File: src/rtl/quad_seq_pkg.sv
package quad_seq_pkg;

    localparam int NOUT = 4;
    localparam int LVLW = $clog2(NOUT + 1);

    typedef enum logic [2:0] {
        ST_IDLE    = 3'd0,
        ST_START   = 3'd1,
        ST_RAMP_UP = 3'd2,
        ST_ALL_ON  = 3'd3,
        ST_STOP    = 3'd4,
        ST_RAMP_DN = 3'd5
    } seq_state_e;

    typedef struct packed {
        logic req;
        logic ov_hi;
        logic uv_ok;
    } mon_t;

    // Number of outputs on -> thermometer enable vector (bit 0 = first output)
    function automatic logic [NOUT-1:0] lvl_to_en(input logic [LVLW-1:0] lvl);
        logic [NOUT-1:0] en;
        for (int i = 0; i < NOUT; i++) begin
            en[i] = (LVLW'(i) < lvl);
        end
        return en;
    endfunction

endpackage

File: src/rtl/qs_sync.sv
module qs_sync #(
    parameter int W = 1
) (
    input  logic         clk,
    input  logic         rst,
    input  logic [W-1:0] d,
    output logic [W-1:0] q
);
    logic [W-1:0] stage1, stage2;

    always_ff @(posedge clk) begin
        if (rst) begin
            stage1 <= '0;
            stage2 <= '0;
        end else begin
            stage1 <= d;
            stage2 <= stage1;
        end
    end

    assign q = stage2;
endmodule

File: src/rtl/qs_win_filter.sv
module qs_win_filter #(
    parameter int FILT_CYC = 8
) (
    input  logic clk,
    input  logic rst,
    input  logic hold,
    input  logic win,
    output logic fault
);
    localparam int FW = $clog2(FILT_CYC + 1);

    logic [FW-1:0] good_cnt;

    always_ff @(posedge clk) begin
        if (rst || hold || !win) begin
            fault    <= 1'b1;
            good_cnt <= '0;
        end else if (fault) begin
            if (good_cnt == FW'(FILT_CYC - 1)) begin
                fault    <= 1'b0;
                good_cnt <= '0;
            end else begin
                good_cnt <= good_cnt + 1'b1;
            end
        end
    end
endmodule

File: src/rtl/qs_step_fsm.sv
module qs_step_fsm
    import quad_seq_pkg::*;
#(
    parameter int CW = 16
) (
    input  logic                         clk,
    input  logic                         rst,
    input  logic                         hold,
    input  logic                         win,
    input  logic                         req,
    input  logic [CW-1:0]                start_dly,
    input  logic [NOUT-1:1][CW-1:0]      stage_dly,
    output seq_state_e                   st_q,
    output logic [LVLW-1:0]              lvl_q
);
    seq_state_e      st_n;
    logic [LVLW-1:0] lvl_n;
    logic [CW-1:0]   cnt_q, cnt_n, cur_dly;

    // Stage delay of the output indexed by the current level (both directions)
    always_comb begin
        cur_dly = '0;
        for (int i = 1; i < NOUT; i++) begin
            if (lvl_q == LVLW'(i)) cur_dly = stage_dly[i];
        end
    end

    always_comb begin
        st_n  = st_q;
        lvl_n = lvl_q;
        cnt_n = cnt_q;
        case (st_q)
            ST_IDLE: begin
                if (req) begin
                    st_n  = ST_START;
                    cnt_n = '0;
                end
            end
            ST_START: begin
                if (!req) begin
                    st_n  = ST_IDLE;
                    cnt_n = '0;
                end else if (cnt_q == start_dly) begin
                    lvl_n = LVLW'(1);
                    cnt_n = '0;
                    st_n  = ST_RAMP_UP;
                end else begin
                    cnt_n = cnt_q + 1'b1;
                end
            end
            ST_RAMP_UP: begin
                if (!req) begin
                    lvl_n = lvl_q - 1'b1;
                    cnt_n = '0;
                    st_n  = (lvl_q == LVLW'(1)) ? ST_IDLE : ST_RAMP_DN;
                end else if (cnt_q == cur_dly) begin
                    lvl_n = lvl_q + 1'b1;
                    cnt_n = '0;
                    if (lvl_q == LVLW'(NOUT - 1)) st_n = ST_ALL_ON;
                end else begin
                    cnt_n = cnt_q + 1'b1;
                end
            end
            ST_ALL_ON: begin
                if (!req) begin
                    st_n  = ST_STOP;
                    cnt_n = '0;
                end
            end
            ST_STOP: begin
                if (req) begin
                    st_n  = ST_ALL_ON;
                    cnt_n = '0;
                end else if (cnt_q == start_dly) begin
                    lvl_n = LVLW'(NOUT - 1);
                    cnt_n = '0;
                    st_n  = ST_RAMP_DN;
                end else begin
                    cnt_n = cnt_q + 1'b1;
                end
            end
            ST_RAMP_DN: begin
                if (req) begin
                    st_n  = ST_RAMP_UP;
                    cnt_n = '0;
                end else if (cnt_q == cur_dly) begin
                    lvl_n = lvl_q - 1'b1;
                    cnt_n = '0;
                    if (lvl_q == LVLW'(1)) st_n = ST_IDLE;
                end else begin
                    cnt_n = cnt_q + 1'b1;
                end
            end
            default: begin
                st_n  = ST_IDLE;
                lvl_n = '0;
                cnt_n = '0;
            end
        endcase
        if (!win) begin
            st_n  = ST_IDLE;
            lvl_n = '0;
            cnt_n = '0;
        end
    end

    always_ff @(posedge clk) begin
        if (rst || hold) begin
            st_q  <= ST_IDLE;
            lvl_q <= '0;
            cnt_q <= '0;
        end else begin
            st_q  <= st_n;
            lvl_q <= lvl_n;
            cnt_q <= cnt_n;
        end
    end
endmodule

File: src/rtl/quad_seq_ctrl.sv
module quad_seq_ctrl
    import quad_seq_pkg::*;
#(
    parameter int CW          = 16,
    parameter int FILT_CYC    = 8,
    parameter bit OUT_ACT_LOW = 1'b0,
    parameter bit REQ_ACT_LOW = 1'b0
) (
    input  logic          clk,
    input  logic          rst,
    input  logic          por_i,
    input  logic          uv_ok_i,
    input  logic          ov_hi_i,
    input  logic          seq_req_i,
    input  logic [CW-1:0] start_dly_i,
    input  logic [CW-1:0] dly_b_i,
    input  logic [CW-1:0] dly_c_i,
    input  logic [CW-1:0] dly_d_i,
    output logic [3:0]    en_o,
    output logic          fault_o,
    output logic [2:0]    state_o
);
    mon_t                    mon_raw, mon_s;
    logic                    win_s, req_s;
    logic [NOUT-1:1][CW-1:0] stage_dly;
    seq_state_e              st;
    logic [LVLW-1:0]         lvl;
    logic [NOUT-1:0]         en_act;

    assign mon_raw = '{req: seq_req_i, ov_hi: ov_hi_i, uv_ok: uv_ok_i};

    qs_sync #(.W($bits(mon_t))) sync_i (
        .clk (clk),
        .rst (rst),
        .d   (mon_raw),
        .q   (mon_s)
    );

    assign win_s = mon_s.uv_ok & ~mon_s.ov_hi;

    generate
        if (REQ_ACT_LOW) begin : g_req_lo
            assign req_s = ~mon_s.req;
        end else begin : g_req_hi
            assign req_s = mon_s.req;
        end
    endgenerate

    assign stage_dly[1] = dly_b_i;
    assign stage_dly[2] = dly_c_i;
    assign stage_dly[3] = dly_d_i;

    qs_win_filter #(.FILT_CYC(FILT_CYC)) filt_i (
        .clk   (clk),
        .rst   (rst),
        .hold  (por_i),
        .win   (win_s),
        .fault (fault_o)
    );

    qs_step_fsm #(.CW(CW)) fsm_i (
        .clk       (clk),
        .rst       (rst),
        .hold      (por_i),
        .win       (win_s),
        .req       (req_s),
        .start_dly (start_dly_i),
        .stage_dly (stage_dly),
        .st_q      (st),
        .lvl_q     (lvl)
    );

    assign en_act  = lvl_to_en(lvl);
    assign state_o = st;

    generate
        if (OUT_ACT_LOW) begin : g_out_lo
            assign en_o = ~en_act;
        end else begin : g_out_hi
            assign en_o = en_act;
        end
    endgenerate
endmodule

File: config.mk
export PLATFORM = sky130hd
export DESIGN_NAME = quad_seq_ctrl
export DESIGN_NICKNAME = d
export VERILOG_FILES = /design/src/rtl/quad_seq_pkg.sv /design/src/rtl/qs_sync.sv /design/src/rtl/qs_win_filter.sv /design/src/rtl/qs_step_fsm.sv /design/src/rtl/quad_seq_ctrl.sv
export SDC_FILE = /design/constraint.sdc
export NUM_CORES = 1
export LEC_CHECK = 0
export BUFFER_PORTS_ARGS = -buffer_cell sky130_fd_sc_hd__buf_2
export CAP_MARGIN = 30
export CORE_MARGIN = 3
export CORE_UTILIZATION = 48
export DETAILED_ROUTE_END_ITERATION = 7
export MAX_ROUTING_LAYER = met4
export PLACE_DENSITY = 0.84
export SLEW_MARGIN = 15
export SYNTH_ARGS = -nofsm -noshare
export SYNTH_HDL_FRONTEND = slang
export SYNTH_HIERARCHICAL = 1
export SYNTH_SLANG_ARGS = --single-unit
File: constraint.sdc
create_clock -name clk -period 3.2 [get_ports clk]
set_input_delay 0.32 -clock clk [delete_from_list [all_inputs] [get_ports clk]]
set_output_delay 0.32 -clock clk [all_outputs]
set_load 0.02 [all_outputs]
==> results.sh <==
export IMPL_gp_congestion=0.943
export IMPL_antenna_found_initial=0
export IMPL_regToRegSetupSlack_ns=0.16
export IMPL_async_reset_ff_share_pct=0
export IMPL_synth_fa_ha_area_share_pct=3.03
export IMPL_ys_types=54
export IMPL_drt_total_wl_um=8750
export IMPL_synth_top_area_share_pct=22.8
export IMPL_clock_fmax_mhz=329
export IMPL_avgSynthCellArea_um2=7.38
export IMPL_hold_violations=0
export IMPL_critPathMaxFanout=24
export IMPL_clkPwrFrac_pct=49.1
export IMPL_synth_xor_area_share_pct=6.36
export IMPL_skew_ns=0.0130
export IMPL_postSynthCellCount=392
export IMPL_outcome="finished clean"
export IMPL_grt_overflow_total=0
export IMPL_drt_pass1_iterations=6
export IMPL_setup_violations=0
export IMPL_drv_slew=0
export IMPL_maxCapViolations=0
export IMPL_clk_latency_ns=0.30
export IMPL_cts_buffers=5
export IMPL_p_seq_share_pct=43.2
export IMPL_synth_area_leader_cell="dfxtp_1"
export IMPL_fillers=499
export IMPL_rsz0062_at_grt="false"
export IMPL_pwr_share_comb_pct=7.7
export IMPL_dr_total_vias=3346
export IMPL_layout_drive_gt1_share_pct=26.3
export IMPL_worst_pin_slew_ns=0.846
export IMPL_crit_path_start_kind="flop"
export IMPL_p_int_mw=0.765
export IMPL_synthToLayoutAreaGrowth_pct=23.2
export IMPL_setup_tns_ns=0
export IMPL_ys_seq_area_share_pct=22.8
export IMPL_cts_root_buffer="clkbuf_8"
export IMPL_synth_simple_area_share_pct=34.8
export IMPL_antennaDiodeCount=0
export IMPL_p_leak_nw=1.47
export IMPL_synthFlopType="dfxtp_1"
export IMPL_netSwitchingFraction_pct=20.8
export IMPL_critical_path_class="reg2reg"
export IMPL_initial_core_util_pct=51.0
export IMPL_arrival_ns=3.26
export IMPL_dieArea_mm2=0.00699
export IMPL_grt_pass1_wl_um=14000
export IMPL_grt_pass1_vias=3010
export IMPL_multi_input_area_mm2=0.00207
export IMPL_layout_common_cells="buf_2, nand2_1, dfxtp_1"
export IMPL_synth_seq_cells=33
export IMPL_drcViolationCount=0
export IMPL_synth_area_top_cells="dfxtp_1, xor2_1, nand2_1, nand3b_1, a21oi_1"
export IMPL_design_area_mm2=0.00356
export IMPL_regArea_um2=663
export IMPL_wire_per_inst_um=16.3
export IMPL_vdd_ir_drop_max_v=0.000314
export IMPL_postRouteAntennaNets=0
export IMPL_post_route_period_util_pct=94.9
export IMPL_core_region_area_mm2=0.00568
export IMPL_syn_area_mm2=0.00289
export IMPL_dp_hpwl_um=6430
export IMPL_grt_max_degree=30
export IMPL_track_usage_pct=24.6
export IMPL_layout_nets=540
export IMPL_final_common_cell="buf_2"
export IMPL_die_h_um=83.6
export IMPL_switchingPower_mw=0.201
export IMPL_syn_nets=469
export IMPL_portBuffers=77
export IMPL_clk_pin_slew_ns=0.07
export IMPL_finalCriticalPeriod_ns=3.04
export IMPL_drt_iter0_markers=354
export IMPL_clk_path_buf_depth=2
export IMPL_power_density_mw_per_mm2=271
export IMPL_synth_top_family_by_area="simple AND/OR/NAND/NOR gates"
export IMPL_cts_tree="yes"
export IMPL_htree_num_levels=2
export IMPL_maxSlewHeadroom_pct=43.2
export IMPL_synth_yosys_warnings=6
export IMPL_die_x_um=83.6
export IMPL_p_total_mw=0.965
export IMPL_synth_compound_area_share_pct=22.2
export IMPL_muxShareOfSynthArea_pct=3.98
export IMPL_via_per_inst=6.24
export IMPL_hold_class="in2reg"
export IMPL_crit_path_end_kind="flop"
export IMPL_cp_required_ns=3.42
export IMPL_rows=27
export IMPL_holdWs_ns=0.238
export IMPL_cts_sinks=33
export IMPL_ioPinCount=78
export IMPL_synth_edf_count=0
export IMPL_placed_area_mm2=0.00340
==> registers in the layout, summed over array words and instances (netlist names) <==
signal,count
filt_i/fault,1
filt_i/good_cnt,4
fsm_i/cnt_q,16
fsm_i/lvl_q,3
fsm_i/st_q,3
sync_i/q,3
sync_i/stage1,3
==> final timing paths <==
| kind | startpoint | to | depth (start not counted) |
|---|---|---|---|
| worst max register to register | fsm_i/lvl_q[0] | fsm_i/cnt_q[5] | 13 |
| worst max-delay path | fsm_i/lvl_q[0] | fsm_i/cnt_q[5] | 13 |
| worst min-delay path | uv_ok_i | sync_i/stage1[0] | 2 |
| worst min register to register | sync_i/stage1[1] | sync_i/q[1] | 1 |
==> synthesized netlist by cell type, types with 3 or more instances <==
master / instances
a211o_1: 3
a21oi_1: 28
a221o_1: 3
a221oi_1: 11
a22oi_1: 4
a31oi_1: 8
and3_1: 14
buf_2: 7
buf_4: 4
clkbuf_1: 20
dfxtp_1: 33
ha_1: 7
inv_1: 13
mux2i_1: 10
nand2_1: 43
nand2b_1: 17
nand3_1: 18
nand3b_1: 20
nand4_1: 8
nor2_1: 16
nor2b_1: 8
nor3_1: 5
nor4_1: 15
o2111ai_1: 4
o21ai_0: 15
xor2_1: 19
==> cells by family (layout without fill, tap and decap cells) <==
family | count (synthesis) | count (layout)
buf+inv | 46 | 118
xor+xnor | 21 | 21
compound gates | 95 | 95
flops | 33 | 33
fa+ha+maj | 7 | 7
mux | 11 | 11
simple gates | 179 | 179
==> per-stage QoR <==
stage,setup WS (ns),std cells,util [%]
finish,0.163,536,62.8
global route,0.00850,536,62.8
CTS,0.0224,536,62.3
detailed placement,0.0555,528,59.9
global placement,0.181,528,59.9
floorplan,0.0369,392,-
==> final cells by class <==
type	instances	share of cell area (%)
Multi-Input combinational cell	313	58.0
Sequential cell	33	18.6
Timing Repair Buffer	97	15.7
Tap cell	72	2.53
Clock buffer	5	1.93
Clock inverter	3	1.83
Inverter	13	1.37
==> power groups by stage <==
stage	combinational [mW]	clock [mW]	sequential [mW]
floorplan	0.0209	0	0.424
CTS	0.0727	0.477	0.417
detailed placement	0.0718	0	0.426
finish	0.0746	0.474	0.417
global placement	0.0708	0	0.426
global route	0.0812	0.493	0.417
==> what timing repair did <==
| item | 4_1_cts | 5_1_grt |
|---|---|---|
| endpoints found under the setup margin | 0 | 21 |
| buffers inserted | 0 | 0 |
| hold buffers | 0 | 0 |
| resized for setup | 0 | 8 |
==> per-layer routing <==
layer / track usage, % / routed length, µm
met4: 8.77 / 197
met1: 30.0 / 3570
met2: 40.0 / 3950
met3: 5.43 / 1030
met5: - / 0
==> critical path, cell delays in order, from the launching register on <==
cell and delay, ns:
dfxtp_2 0.35, ha_1 0.20, ha_2 0.22, or2_4 0.27, buf_4 0.18, a221oi_1 0.41, nor4_4 0.10, nand4_1 0.18
nor3_4 0.09, buf_4 0.15, o31ai_2 0.29, buf_12 0.20, o21ai_0 0.12, a31oi_1 0.17
Power figures use the tool's default switching activity.
